<file path="config.mk">
export PLATFORM = sky130hd
export DESIGN_NAME = cdown_timer
export DESIGN_NICKNAME = d
export VERILOG_FILES = /design/src/rtl/cdown_pkg.sv /design/src/rtl/cdown_ctrl.sv /design/src/rtl/cdown_dp.sv /design/src/rtl/cdown_timer.sv
export SDC_FILE = /design/constraint.sdc
export NUM_CORES = 1
export LEC_CHECK = 0
export BUFFER_PORTS_ARGS = -buffer_cell sky130_fd_sc_hd__buf_4
export CAP_MARGIN = 20
export CORE_MARGIN = 5
export CORE_UTILIZATION = 52
export DETAILED_ROUTE_END_ITERATION = 16
export PLACE_DENSITY = 0.77
export SLEW_MARGIN = 30
export SYNTH_ARGS = -nofsm -noshare
export SYNTH_HDL_FRONTEND = slang
export SYNTH_SLANG_ARGS = --single-unit
export TNS_END_PERCENT = 1
</file>
<file path="constraint.sdc">
create_clock -name clk -period 3.56 [get_ports clk]
set_clock_uncertainty 0.1 [all_clocks]
set_input_delay 0.712 -clock clk [delete_from_list [all_inputs] [get_ports clk]]
set_output_delay 0.712 -clock clk [all_outputs]
set_load 0.005 [all_outputs]
</file>
<file path="src/rtl/cdown_pkg.sv">
package cdown_pkg;
  localparam int SEL_W = 2;
  localparam logic [SEL_W-1:0] SEL_DIV  = 2'd0;
  localparam logic [SEL_W-1:0] SEL_INIT = 2'd1;
  localparam logic [SEL_W-1:0] SEL_CTRL = 2'd2;
  localparam int BIT_PERIODIC = 17;
  localparam int BIT_MASK     = 16;
  localparam int CODE_W       = 3;
  localparam int PRE_W        = 2 ** CODE_W;

  typedef struct packed {
    logic load;
    logic tick;
    logic periodic;
  } tmrCmd_t;
endpackage

</file>
<file path="src/rtl/cdown_ctrl.sv">
module cdown_ctrl
  import cdown_pkg::*;
#(
  parameter int DATA_W = 32,
  parameter int VEC_W  = 8
) (
  input  logic              clk,
  input  logic              rst_n,
  input  logic              wrEn,
  input  logic [SEL_W-1:0]  wrSel,
  input  logic [DATA_W-1:0] wrData,
  output tmrCmd_t           cmd,
  output logic [DATA_W-1:0] initVal,
  output logic              maskBit,
  output logic [VEC_W-1:0]  vector
);
  localparam logic [DATA_W-1:0] CTRL_RST = DATA_W'(1) << BIT_MASK;

  logic [3:0]        divCfg;
  logic [DATA_W-1:0] ctrlWord;
  logic [PRE_W-1:0]  preCnt;
  logic [CODE_W-1:0] divCode;
  logic [CODE_W-1:0] shiftAmt;
  logic [PRE_W-1:0]  divM1;
  logic              loadNow;
  logic              tickNow;

  // scattered divide code: bit 3 acts as code bit 2
  assign divCode  = {divCfg[3], divCfg[1:0]};
  assign shiftAmt = divCode + CODE_W'(1);
  assign divM1    = (PRE_W'(1) << shiftAmt) - PRE_W'(1);

  assign loadNow = wrEn && (wrSel == SEL_INIT);
  assign tickNow = !loadNow && (preCnt >= divM1);

  always_ff @(posedge clk) begin
    if (!rst_n) begin
      divCfg   <= 4'h0;
      ctrlWord <= CTRL_RST;
      initVal  <= '0;
    end else if (wrEn) begin
      case (wrSel)
        SEL_DIV:  divCfg   <= wrData[3:0] & 4'hB;
        SEL_INIT: initVal  <= wrData;
        SEL_CTRL: ctrlWord <= wrData;
        default:  ;
      endcase
    end
  end

  always_ff @(posedge clk) begin
    if (!rst_n)                 preCnt <= '0;
    else if (loadNow || tickNow) preCnt <= '0;
    else                         preCnt <= preCnt + PRE_W'(1);
  end

  assign cmd.load     = loadNow;
  assign cmd.tick     = tickNow;
  assign cmd.periodic = ctrlWord[BIT_PERIODIC];
  assign maskBit      = ctrlWord[BIT_MASK];
  assign vector       = ctrlWord[VEC_W-1:0];
endmodule

</file>
<file path="src/rtl/cdown_dp.sv">
module cdown_dp
  import cdown_pkg::*;
#(
  parameter int DATA_W = 32
) (
  input  logic              clk,
  input  logic              rst_n,
  input  tmrCmd_t           cmd,
  input  logic [DATA_W-1:0] initVal,
  input  logic [DATA_W-1:0] loadVal,
  output logic [DATA_W-1:0] count,
  output logic              expEvt
);
  logic armed;
  logic atZero;
  logic fire;

  assign atZero = (count == '0);
  assign fire   = cmd.tick && atZero &&
                  (cmd.periodic ? (initVal != '0) : armed);

  always_ff @(posedge clk) begin
    if (!rst_n) begin
      count  <= '0;
      armed  <= 1'b0;
      expEvt <= 1'b0;
    end else if (cmd.load) begin
      count  <= loadVal;
      armed  <= (loadVal != '0);
      expEvt <= 1'b0;
    end else begin
      expEvt <= fire;
      if (fire && cmd.periodic)         count <= initVal;
      else if (cmd.tick && !atZero)     count <= count - DATA_W'(1);
      if (fire && !cmd.periodic)        armed <= 1'b0;
    end
  end
endmodule

</file>
<file path="src/rtl/cdown_timer.sv">
module cdown_timer
  import cdown_pkg::*;
#(
  parameter int DATA_W = 32,
  parameter int VEC_W  = 8
) (
  input  logic              clk,
  input  logic              rst_n,
  input  logic              wrEn,
  input  logic [1:0]        wrSel,
  input  logic [DATA_W-1:0] wrData,
  output logic [DATA_W-1:0] curCount,
  output logic              irqReq,
  output logic [VEC_W-1:0]  irqVector
);
  tmrCmd_t           cmd;
  logic [DATA_W-1:0] initVal;
  logic              maskBit;
  logic [VEC_W-1:0]  vector;
  logic              expEvt;

  cdown_ctrl #(.DATA_W(DATA_W), .VEC_W(VEC_W)) u_ctrl (
    .clk(clk), .rst_n(rst_n), .wrEn(wrEn), .wrSel(wrSel), .wrData(wrData),
    .cmd(cmd), .initVal(initVal), .maskBit(maskBit), .vector(vector)
  );

  cdown_dp #(.DATA_W(DATA_W)) u_dp (
    .clk(clk), .rst_n(rst_n), .cmd(cmd), .initVal(initVal),
    .loadVal(wrData), .count(curCount), .expEvt(expEvt)
  );

  always_ff @(posedge clk) begin
    if (!rst_n) begin
      irqReq    <= 1'b0;
      irqVector <= '0;
    end else begin
      irqReq    <= expEvt && !maskBit;
      irqVector <= vector;
    end
  end
endmodule

</file>
==> After elaboration in Yosys (flattened, before gate mapping) <==
Index checks and enable logic that the tools add are counted.
{ "word_totals": {"output_inout_bits": 41, "wordCells": 48, "mem_count": 0, "input_bits": 37, "romBits": 0, "latchBits": 0, "ramBits": 0, "ff_bits": 104} }
{ "classes": {"n_eq_ne": 2, "bitwise_logic": 1, "multipliers": 0, "add_sub_neg": 4, "n_shift": 1, "order_cmp": 1, "muxes": 6, "reduce_logical": 24, "div_mod_pow": 0} }
{ "ops": {"columns": ["operator", "n"], "rows": [
  ["32-bit two-way mux", 3],
  ["32-bit nonzero test", 2],
  ["32-bit logical NOT", 1],
  ["32-bit by 1-bit subtractor with 32-bit output, second input constant", 1],
  ["8-bit by 1-bit adder with 8-bit output, second input constant", 1],
  ["8-bit greater-or-equal comparator", 1],
  ["1-bit logical AND", 8],
  ["1-bit by 3-bit left shift with 8-bit output, first input constant", 1],
  ["8-bit by 2-bit subtractor with 8-bit output, second input constant", 1],
  ["2-bit AND reduction", 3],
  ["1-bit logical NOT", 4],
  ["2-bit OR reduction", 2],
  ["3-bit by 1-bit adder with 3-bit output, second input constant", 1],
  ["1-bit two-way mux", 3],
  ["3-bit nonzero test", 1],
  ["2-bit by 1-bit == test with 1-bit output, second input constant", 1],
  ["2-bit == test, second input constant", 1],
  ["2-bit logical NOT", 1],
  ["2-bit nonzero test", 1],
  ["1-bit logical OR", 1],
  ["1-bit inverter", 1]
]} }

==> Longest topological paths before layout <==
Gate-level depths: netlist of the first run.
{ "depth": {"word_depth": 10, "mapped_depth": 20} }

==> Cells and area by module <==
Synthesis of the first run repeated with hierarchy kept, for this count alone.
{ "hier_totals": {"cells_unflattened": 636, "area_unflattened_um2": 5165.0} }
{ "by_module_without_submodules": {"columns": ["mod", "cells_per_inst", "instances", "seq_area_each_um2", "area_each_um2"], "rows": [
  ["cdown_dp", 337, 1, 680.7, 2514.9],
  ["cdown_ctrl", 281, 1, 1061.0, 2401.1],
  ["cdown_timer", 18, 1, 180.2, 249.0]
]} }

==> Worst setup path after synthesis of the first run <==
OpenSTA, ideal clock, no wires.
{ "synth_timing": {"path_kind": "reg-to-reg", "startpoint": "register u_ctrl.divCfg[0]", "endpoint": "register u_dp.count[25]", "t_arrival_ns": 3.704, "required_ns": 3.341, "period_less_slack_ns": 3.923, "path_slack_ns": -0.363, "n_path_buf": 4, "path_stages_with_launch": 21, "cell_sequence": "dfxtp_1 clkbuf_1 inv_1 nor2_1 ha_1 clkbuf_1 nand3_1 ha_1 nand2b_1 mux2_2 a21oi_1 ha_1 nand2_1 o21ai_0 a31oi_1 nand4bb_1 buf_2 buf_6 o31ai_4 o21a_1 o221a_2"} }
{ "synth_between": {"elab_chain_cells": 10} }
{ "synth_lines": {"columns": ["element", "line", "text"], "rows": [
  ["start, declared", "cdown_ctrl.sv:19", "logic [3:0] divCfg;"],
  ["start signal, assigned", "cdown_ctrl.sv:43", "SEL_DIV: divCfg <= wrData[3:0] & 4'hB;"],
  ["3-bit by 1-bit adder with 3-bit output (*)", "cdown_ctrl.sv:30", "assign shiftAmt = divCode + CODE_W'(1);"],
  ["1-bit by 3-bit left shift with 8-bit output (*)", "cdown_ctrl.sv:31", "assign divM1 = (PRE_W'(1) << shiftAmt) - PRE_W'(1);"],
  ["8-bit by 2-bit subtractor with 8-bit output (*)", "cdown_ctrl.sv:31", null],
  ["8-bit greater-or-equal comparator (*)", "cdown_ctrl.sv:34", "assign tickNow = !loadNow && (preCnt >= divM1);"],
  ["1-bit logical AND (*)", "cdown_ctrl.sv:34", null],
  ["1-bit logical AND (2 in series)", "cdown_dp.sv:19", "assign fire = cmd.tick && atZero &&"],
  ["1-bit logical AND", "cdown_dp.sv:33", "if (fire && cmd.periodic) count <= initVal;"],
  ["32-bit two-way mux", "cdown_dp.sv:33", null],
  ["32-bit two-way mux", "cdown_dp.sv:27", "end else if (cmd.load) begin"],
  ["end signal, assigned", "cdown_dp.sv:28", "count <= loadVal;"],
  ["end signal, assigned", "cdown_dp.sv:33", null],
  ["end signal, assigned", "cdown_dp.sv:34", "else if (cmd.tick && !atZero) count <= count - DATA_W'(1);"],
  ["end, declared", "cdown_dp.sv:11", "output logic [DATA_W-1:0] count,"]
]} }
Every way passes the cells marked *; elsewhere a longest branch is shown, timed or not.
A chain may end at the register's enable or synchronous reset.

==> Worst setup path in the final report of the first run <==
{ "layout_timing": {"startpoint": "register u_ctrl.divCfg[1]", "endpoint": "register u_dp.count[25]"} }
The elaborated chain is that of the path after synthesis.

==> results.md, run 1 <==
- Hold Path Origin: u_ctrl.ctrlWord[16]
- Sequential share of the synthesized area: 0.381
- Worst R2R End: u_dp.count[25]
- Fin cells: 848
- Crit. End Element: flip-flop
- First-pass iteration count of the detailed router: 5
- Flop-to-flop setup slack: 20 ps
- Ports: 78
- HPWL after DPL: 11.0 mm
- Tcrit/Tclk final: 0.995
- Antenna Nets Post-Route: 0
- Placed Instances: 828
- H-tree Lvls: 3
- Initial core utilization: 0.525
- Final setup viols: 0
- CTS root buffer: clkbuf_8
- Slew Limit Fails: 0
- Pwr dens: 694 nW/um2
- Final WL: 15.8 mm
- Clk buf depth: 2
- Nets: 760
- CP max stage delay: 330 ps
- Required @ worst endpoint: 3730 ps
- Fin. Hold Viols: 0
- Worst setup path category: reg2reg
- Pre-CTS WS: 69.5 ps
- Worst Reg2Reg Path Length in Cells: 16
- GP Congestion: 0.903
- Die Footprint: 11,800 um2
- Status: completed
- Total CTS buffers: 9
- Hold Crit Depth: 1
- WL/cell: 18.6 um
- Dominant synthesized flop cell: dfxtp_1
- First-pass GRT wire length: 25.5 mm
- Cells after Synth: 637
- Design area: 6240 um2
- Max-slew headroom: 0.411
- Clock Latency Late Sink: 380 ps
- Synthesized Nets: 687
- Top cell type's share of synthesized area: 0.381
- Min-Delay Endpoint: irqReq
- CTS tree: done
- Via count: 5,344
- Largest net degree at the start of global routing: 66
- FF+latch count, synth: 96
- Die width: 108 um
- Vias in the first global route: 5,142
- Top cells by area, synth: dfxtp_1, nand2_1, a21oi_1, nor2_1, o21ai_0
- Share of layout cells above drive strength 1: 0.228
- VDD IR max: 0.390 mV
- Yosys warns: 0
- Slowest-stage cell, CP: dfxtp_2
- Hold Crit Class: reg2reg
- Core Rows: 36
- Area growth, synth to finish: 23.8%
- Total leakage power: 0.00256 uW
- Post-Place Cell Area: 5830 um2
- CP Cell Sequence: inv_1 -> nor2_2 -> ha_1 -> buf_4 -> nor2b_1 -> mux2_2 -> a21oi_1 -> ha_1 -> o21ai_0 -> nand2b_1 -> a31oi_2 -> nand4bb_4 -> nand3_4 -> buf_12 -> o21a_1 -> o221a_2
- GR Overflow Total: 0
- Sinks on Clock Net: 96
- Achievable frequency: 282 MHz
- Core area: 9590 um2
- Post-synth EDFFs: 0
- Async set-reset flop share out of synthesis: 0
- Drt drc: 0
- CP dominant cell by count: ha_1
- Initial DRC count: 484
- R2R Path Start: u_ctrl.divCfg[1]
- Initial antenna violation count: 0
- Min Tclk post-route: 3540 ps
- Startpoint Class: flip-flop
- Final worst setup slack: 16.3 ps
- Clock slew at reported path FFs: 100 ps
- Worst Tran Pin Value: 875 ps
- Yosys cell types: 59
- DR vias/cell: 6.30
- Port Buffers: 77
- GR Util All Layers: 0.271
- Final antenna diode count: 0
- Critical Path Source: u_ctrl.divCfg[1]
- Syn Area/Cell: 7.91 um2
- Max_cap viols: 0
- Cell Area, Synth: 5040 um2
- Critical Path AT: 3710 ps
- Yosys top cell by area: dfxtp_1
- Die H: 108 um
- Crit path max fanout: 9
-- critical path: cells and delay by family, from the launching register on --
kind | cells | cell delay, ps
mux | 1 | 270
simple gates | 5 | 730
flops | 1 | 330
compound gates | 5 | 930
buf+inv | 3 | 490
fa+ha+maj | 2 | 580
-- placed cells by master, fill, tap and decap left out, drive strengths merged, types with 3 or more instances in the layout --
master  Yosys  routed
buf        12     100
dfxtp      96      96
nand2      92      92
nor2       62      62
a21oi      60      60
o21ai      38      38
nor4       25      25
a31oi      19      19
inv        15      18
nand3      16      16
nor3       15      15
a211oi     15      15
ha         13      13
mux2i      12      12
clkbuf     29      12
xor2       11      11
or3        10      10
o211ai      9       9
and2        9       9
nand4       8       8
o31ai       7       7
o221a       6       6
and3        5       5
or2         4       4
o21a        4       4
xnor2       4       4
nand2b      4       4
or4         4       4
a41oi       4       4
nor4b       3       3
clkinv      0       3
-- per-stage QoR --
step | total power [uW] | hold WS (ps) | util | setup TNS [ps]
after CTS | 4120 | 327 | 0.630 | 0
final | 4330 | 338 | 0.650 | 0
after floorplan | 2660 | 290 | - | 0
after global placement | 3300 | 302 | 0.607 | 0
after global routing | 4600 | 350 | 0.650 | -632
after detailed placement | 3340 | 311 | 0.607 | 0
-- state kept, by name, indices dropped and copies added, names as in the netlist --
signal	cells
irqReq	1
u_dp.expEvt	1
u_ctrl.ctrlWord	10
u_ctrl.preCnt	8
u_dp.count	32
u_ctrl.divCfg	3
u_dp.armed	1
irqVector	8
u_ctrl.initVal	32
-- where the power goes --
part	internal (uW)	switching, uW	leakage [uW]
clock network	341	434	0.000109
logic	969	1170	0.00167
registers	1210	209	0.000782
-- worst max path at each step --
stage / cells past startpoint / endpoint
2_1_floorplan: 20 / u_dp.count[25]
3_3_place_gp: 17 / u_dp.count[11]
3_5_place_dp: 17 / u_dp.count[11]
4_1_cts: 17 / u_dp.count[11]
5_1_grt: 16 / u_dp.count[25]
6_report: 16 / u_dp.count[25]
-- kinds of logic after synthesis --
logic type / synth area share
buf+inv: 0.0459
flops: 0.381
xor+xnor: 0.0261
simple gates: 0.255
fa+ha+maj: 0.0323
compound gates: 0.231
mux: 0.0283
-- cell usage after synthesis (all sizes together) (5+ instances only) --
cell     n
a21oi   60
o211ai   9
buf     12
o221a    6
nor3    15
nand2   92
a211oi  15
mux2i   12
clkbuf  29
o21ai   38
nand3   16
nor2    62
nor4    25
and3     5
dfxtp   96
o31ai    7
a31oi   19
inv     15
or3     10
nand4    8
xor2    11
and2     9
ha      13
-- final cells by class --
| class | count | area [um2] |
|---|---|---|
| Multi-Input combinational cell | 485 | 3000 |
| Fill cell | 820 | 3350 |
| Sequential cell | 96 | 1920 |
| Clock buffer | 9 | 124 |
| Tap cell | 133 | 166 |
| Inverter | 15 | 56.3 |
| Clock inverter | 7 | 88.8 |
| Timing Repair Buffer | 103 | 878 |
-- repair_timing --
action | 4_1_cts | 5_1_grt
endpoints found under the setup margin | 0 | 31
gates resized for setup | 0 | 25
buffers inserted | 0 | 1
hold buffers | 0 | 0
-- per-layer routing --
metal,global-route usage,routed length [um],part of all wire
met4,0.124,564,0.036
met1,0.356,6320,0.40
met3,0.0561,1560,0.099
met5,0,0,0
met2,0.430,7370,0.47
No activity file was read; power rests on OpenSTA's default activity.
==> run 2: changes to the inputs <==
SYNTH_HIERARCHICAL = 1   (was default)
==> results.md, run 2 <==
- Die Footprint: 12,000 um2
- Critical Path AT: 3880 ps
- Pwr dens: 586 nW/um2
- Comb pwr share: 0.425
- Tcrit/Tclk final: 1.03
- CP Buf/Inv Count: 3
- CTS tree: done
- FF+latch count, synth: 96
- Top cells by area, synth: dfxtp_1, nand2_1, a21boi_0, o21ai_0, ha_1
- Yosys warns: 6
- Total CTS buffers: 9
- Power, Total: 3760 uW
- Die width: 110 um
- Post-Place Cell Area: 6000 um2
- Initial core utilization: 0.531
- Initial DRC count: 388
- Max-slew headroom: 0.472
- Nets: 768
- Drt drc: 0
- Startpoint Class: flip-flop
- Slew Limit Fails: 0
- Unrepaired setup endpoints after global routing: true
- Post-synth EDFFs: 0
- Crit. End Element: flip-flop
- Clk buf depth: 2
- Initial antenna violation count: 0
- Status: finished with violations
- GR Overflow Total: 0
- Worst setup path category: reg2reg
- Sequential share of power: 0.376
- Clock slew at reported path FFs: 100 ps
- Dominant synthesized flop cell: dfxtp_1
- Hold Crit Class: reg2reg
- Syn Area/Cell: 8.12 um2
- Required @ worst endpoint: 3770 ps
- Sw frac: 0.380
- Clock Latency Late Sink: 370 ps
- Sinks on Clock Net: 96
- VDD IR max: 0.274 mV
- CP max stage delay: 480 ps
- Synth cell count leaders: nand2_1, dfxtp_1, o21ai_0, a21boi_0, nor2_1
- Final setup viols: 30
- Sequential share of the synthesized area: 0.372
- Port Buffers: 77
- Share of layout cells above drive strength 1: 0.235
- GP Congestion: 0.898
- Fin cells: 856
- Via count: 5,161
- CTS root buffer: clkbuf_8
- Failing checks: setup timing
- Most common cell in the synthesized netlist: nand2_1
- Post-route core utilization: 0.660
- Fin. Hold Viols: 0
- Slowest-stage cell, CP: or4_4
- Final worst setup slack: -108 ps
- H-tree Lvls: 3
- Final WL: 15.5 mm
- Cells after Synth: 636
- Final antenna diode count: 0
- Critical path's top delay family: simple AND/OR/NAND/NOR gates
- P_int: 2330 uW
- DR vias/cell: 6.03
- Most common cell after layout, fill and taps aside: nand2_1
- Most frequent cells in the layout: nand2_1, buf_4, dfxtp_1, a21boi_0
- Die H: 110 um
- Top cell type's share of synthesized area: 0.372
- Placed Instances: 829
- CP Cell Sequence: inv_4 -> nor2_4 -> ha_4 -> nand3_4 -> ha_4 -> nand2b_4 -> o21ai_1 -> a21oi_1 -> ha_1 -> nand4_1 -> a21oi_2 -> a21oi_1 -> nor2_2 -> nand3b_1 -> or4_4 -> o211ai_4 -> buf_6 -> buf_16 -> o21ai_0 -> a31oi_1
- Area growth, synth to finish: 24.3%
- Max_cap viols: 0
- Antenna Nets Post-Route: 0
- Largest net degree at the start of global routing: 94
- Achievable frequency: 273 MHz
- First-pass GRT wire length: 25.0 mm
- Sw power: 1430 uW
- WL/cell: 18.1 um
- Yosys cell types: 59
- Largest regs: u_ctrl/initVal x32, u_dp/count x32, u_ctrl/ctrlWord x10
- HPWL after DPL: 10.4 mm
- Ports: 78
- First-pass iteration count of the detailed router: 5
- GR Util All Layers: 0.263
- Async set-reset flop share out of synthesis: 0
- Min Tclk post-route: 3670 ps
- Worst Tran Pin Value: 792 ps
- Setup TNS: -2000 ps
- Crit path max fanout: 14
- Yosys top cell by area: dfxtp_1
- Cell Area, Synth: 5160 um2
- Design area: 6420 um2
- Synthesized Nets: 686
- Vias in the first global route: 5,018
- Core area: 9730 um2
- Core Rows: 36
- Clk network pwr share: 0.199
- Total leakage power: 0.00254 uW
==> run 2: changes by cell type in the layout (fill, tap and decap cells not counted), sizes merged, moves of 8 or more <==
cell    change
o211ai      +8
nor2b      +14
buf        +12
a21boi     +33
a21oi      -40
xnor2      +12
nor2       -28
a211o       +9
a211oi     -15
nand2      +18
==> run 2: final cells by class <==
type	instances	area [um2]
clock buffer	10	128
clock inverter	6	72.6
fill	851	3310
inverter	11	48.8
multi-input combinational	488	3150
sequential	96	1930
tap	133	166
timing repair buffer	112	925
==> run 2: stage by stage <==
stage / worst slack (ps) / hold WS (ps)
finish: -108 / 383
global route: -292 / 405
CTS: -94.1 / 378
detailed placement: -449 / 362
global placement: -265 / 348
floorplan: -230 / 337
==> run 2: kinds of logic after synthesis <==
kind of cell / share of synthesized area
AND/OR/NAND/NOR: 0.265
adder cells (fa/ha/maj): 0.0315
flip-flops: 0.372
AO/OA/AOI/OAI: 0.206
multiplexers: 0.0274
buffers and inverters: 0.0436
XOR/XNOR: 0.0543
==> run 2: timing repair <==
action	CTS	global route
gates resized for setup	26	6
cloned	2	0
setup buffers	9	0
setup endpoints to repair	32	32
hold buffers	0	0
pin swaps	13	2
==> run 2: worst min-delay path, cell delays in order (launching register included) <==
cell and delay [ps]:
dfxtp_1 340, mux2i_1 70, nand2_1 60
==> run 2: power by group through the flow <==
stage                     clock, uW  sequential (uW)  combinational [uW]
after global routing            807             1440                1720
after CTS                       762             1410                1550
after floorplan                   0             1390                 941
after detailed placement          0             1430                1430
final                           749             1410                1600
after global placement            0             1420                1390
==> run 2: layer usage <==
layer	GRT usage	routed length [um]
met2	0.412	7250
met1	0.359	6760
met5	0	0
met3	0.0452	1110
met4	0.106	352
==> run 2: final timing paths <==
kind,slack (ps),endpoint,depth (start not counted),from
hold / removal,380,u_ctrl/ctrlWord[16],2,u_ctrl/ctrlWord[16]
hold reg to reg,380,u_ctrl/ctrlWord[16],2,u_ctrl/ctrlWord[16]
setup / recovery,-110,u_dp/count[27],20,u_ctrl/divCfg[0]
setup reg to reg,-110,u_dp/count[27],20,u_ctrl/divCfg[0]
==> run 3: changes to the inputs <==
BUFFER_PORTS_ARGS = -buffer_cell sky130_fd_sc_hd__buf_2   (was -buffer_cell sky130_fd_sc_hd__buf_4)
CORE_MARGIN = 2   (was 5)
clock period = 3.1 ns   (was 3.56 ns; I/O delays follow)
==> results.md, run 3 (synthesis results as in run 2) <==
- Final setup viols: 32
- Via count: 5,184
- Slew Limit Fails: 0
- Startpoint Class: flip-flop
- Die H: 104 um
- H-tree Lvls: 3
- Failing checks: setup timing
- Antenna Nets Post-Route: 0
- Required @ worst endpoint: 3280 ps
- Drt drc: 0
- Critical Path AT: 3900 ps
- Slowest-stage cell, CP: or4_4
- Die Footprint: 10,700 um2
- Initial DRC count: 450
- Initial core utilization: 0.531
- Max_cap viols: 0
- Fin. Hold Viols: 0
- Tcrit/Tclk final: 1.20
- Area growth, synth to finish: 20.7%
- Post-Place Cell Area: 5880 um2
- Achievable frequency: 269 MHz
- Die width: 104 um
- Port Buffers: 77
- Max-slew headroom: 0.478
- Clk buf depth: 2
- Clock slew at reported path FFs: 110 ps
- Crit path max fanout: 7
- Pwr dens: 671 nW/um2
- Sinks on Clock Net: 96
- Worst Tran Pin Value: 783 ps
- Total leakage power: 0.00253 uW
- First-pass GRT wire length: 24.6 mm
- Initial antenna violation count: 0
- Design area: 6240 um2
- Hold Crit Class: in2reg
- Final antenna diode count: 0
- CP Cell Sequence: inv_1 -> ha_4 -> nand3_4 -> ha_4 -> nand2b_4 -> nand2_2 -> o21ai_1 -> a21oi_1 -> ha_1 -> nand2_1 -> o21ai_2 -> a21oi_2 -> nor2_2 -> nand3b_1 -> or4_4 -> o211ai_4 -> buf_6 -> a21oi_1 -> nor4b_1
- Critical path's top delay family: simple AND/OR/NAND/NOR gates
- CP Buf/Inv Count: 2
- Share of layout cells above drive strength 1: 0.251
- Largest regs: u_ctrl/initVal x32, u_dp/count x32, u_ctrl/ctrlWord x10
- Grt peak-use layer: met2
- GR Util All Layers: 0.280
- Nets: 775
- Clock Latency Late Sink: 390 ps
- Crit. End Element: flip-flop
- Core area: 9730 um2
- Ports: 78
- CP max stage delay: 490 ps
- Total CTS buffers: 9
- Fill count: 818
- VDD IR max: 0.344 mV
- Unrepaired setup endpoints after global routing: true
- Core Rows: 36
- Final WL: 15.2 mm
- First-pass iteration count of the detailed router: 5
- Largest net degree at the start of global routing: 49
- Final worst setup slack: -620 ps
- CTS tree: done
- Met2 Use GR: 0.465
- CTS root buffer: clkbuf_8
- Vias in the first global route: 4,913
- Worst setup path category: reg2reg
- Most common cell after layout, fill and taps aside: nand2_1
- Met3 Usage GRT: 0.0422
- Min Tclk post-route: 3720 ps
- Setup TNS: -17,750 ps
- Hold_buf cts: 0
- GP Congestion: 0.896
- WL/cell: 17.7 um
- Most frequent cells in the layout: nand2_1, dfxtp_1, buf_2, buf_4, a21boi_0
- DR vias/cell: 6.01
- Status: finished with violations
- HPWL after DPL: 10.5 mm
- GR Overflow Total: 0
- Met1 Use GR: 0.371
==> run 3: changes by cell type in the layout (fill, tap and decap cells not counted), sizes merged <==
cell and change:
bufinv -1, or2 +1, clkbuf -1, clkinv +3, inv -1, buf +6
==> run 3: worst reg2reg max path: cells and delay by family (launching register included) <==
| kind | cells | cell delay [ps] |
|---|---|---|
| AND/OR/NAND/NOR | 8 | 1270 |
| AO/OA/AOI/OAI | 6 | 800 |
| adder cells (fa/ha/maj) | 3 | 780 |
| flip-flops | 1 | 370 |
| buffers and inverters | 2 | 280 |
==> run 3: path summary, 6_finish.rpt <==
kind,slack (ps),end,from,depth (start not counted)
setup / recovery,-620,u_dp/count[19],u_ctrl/divCfg[3],19
hold / removal,380,u_ctrl/initVal[21],wrData[21],3
setup reg to reg,-620,u_dp/count[19],u_ctrl/divCfg[3],19
hold reg to reg,380,irqReq,u_dp/expEvt,1
==> run 3: where the power goes <==
part,internal [uW],total (uW),switching (uW),leakage [uW]
sequential,1390,1610,221,0.000785
clock,325,853,528,0.000101
combinational,800,1720,923,0.00164
==> run 3: layout make-up <==
class                      count  area, um2  area share
timing repair buffer         118        712       0.114
clock inverter                 7       82.6      0.0132
sequential                    96       1930       0.309
multi-input combinational    489       3180       0.509
clock buffer                   9        124      0.0199
inverter                      11       48.8     0.00783
tap                          133        166      0.0267
==> run 3: routing by layer <==
| metal | part of all wire | wire length, um |
|---|---|---|
| met2 | 0.48 | 7370 |
| met4 | 0.022 | 334 |
| met1 | 0.42 | 6420 |
| met3 | 0.074 | 1120 |
| met5 | 0 | 0 |
==> run 3: what timing repair did <==
action	CTS	global route
gates resized for setup	24	16
endpoints found under the setup margin	32	33
pin swaps	12	7
cloned	1	0
setup buffers	3	0
==> run 3: through the flow <==
stage / total power (uW) / hold WS, ps / std cells / utilization / setup slack, ps
floorplan: 2670 / 337 / 636 / - / -690
global route: 4410 / 395 / 863 / 0.641 / -764
global placement: 3180 / 353 / 843 / 0.605 / -680
detailed placement: 3230 / 362 / 843 / 0.605 / -799
CTS: 4130 / 375 / 863 / 0.636 / -548
finish: 4190 / 377 / 863 / 0.641 / -620
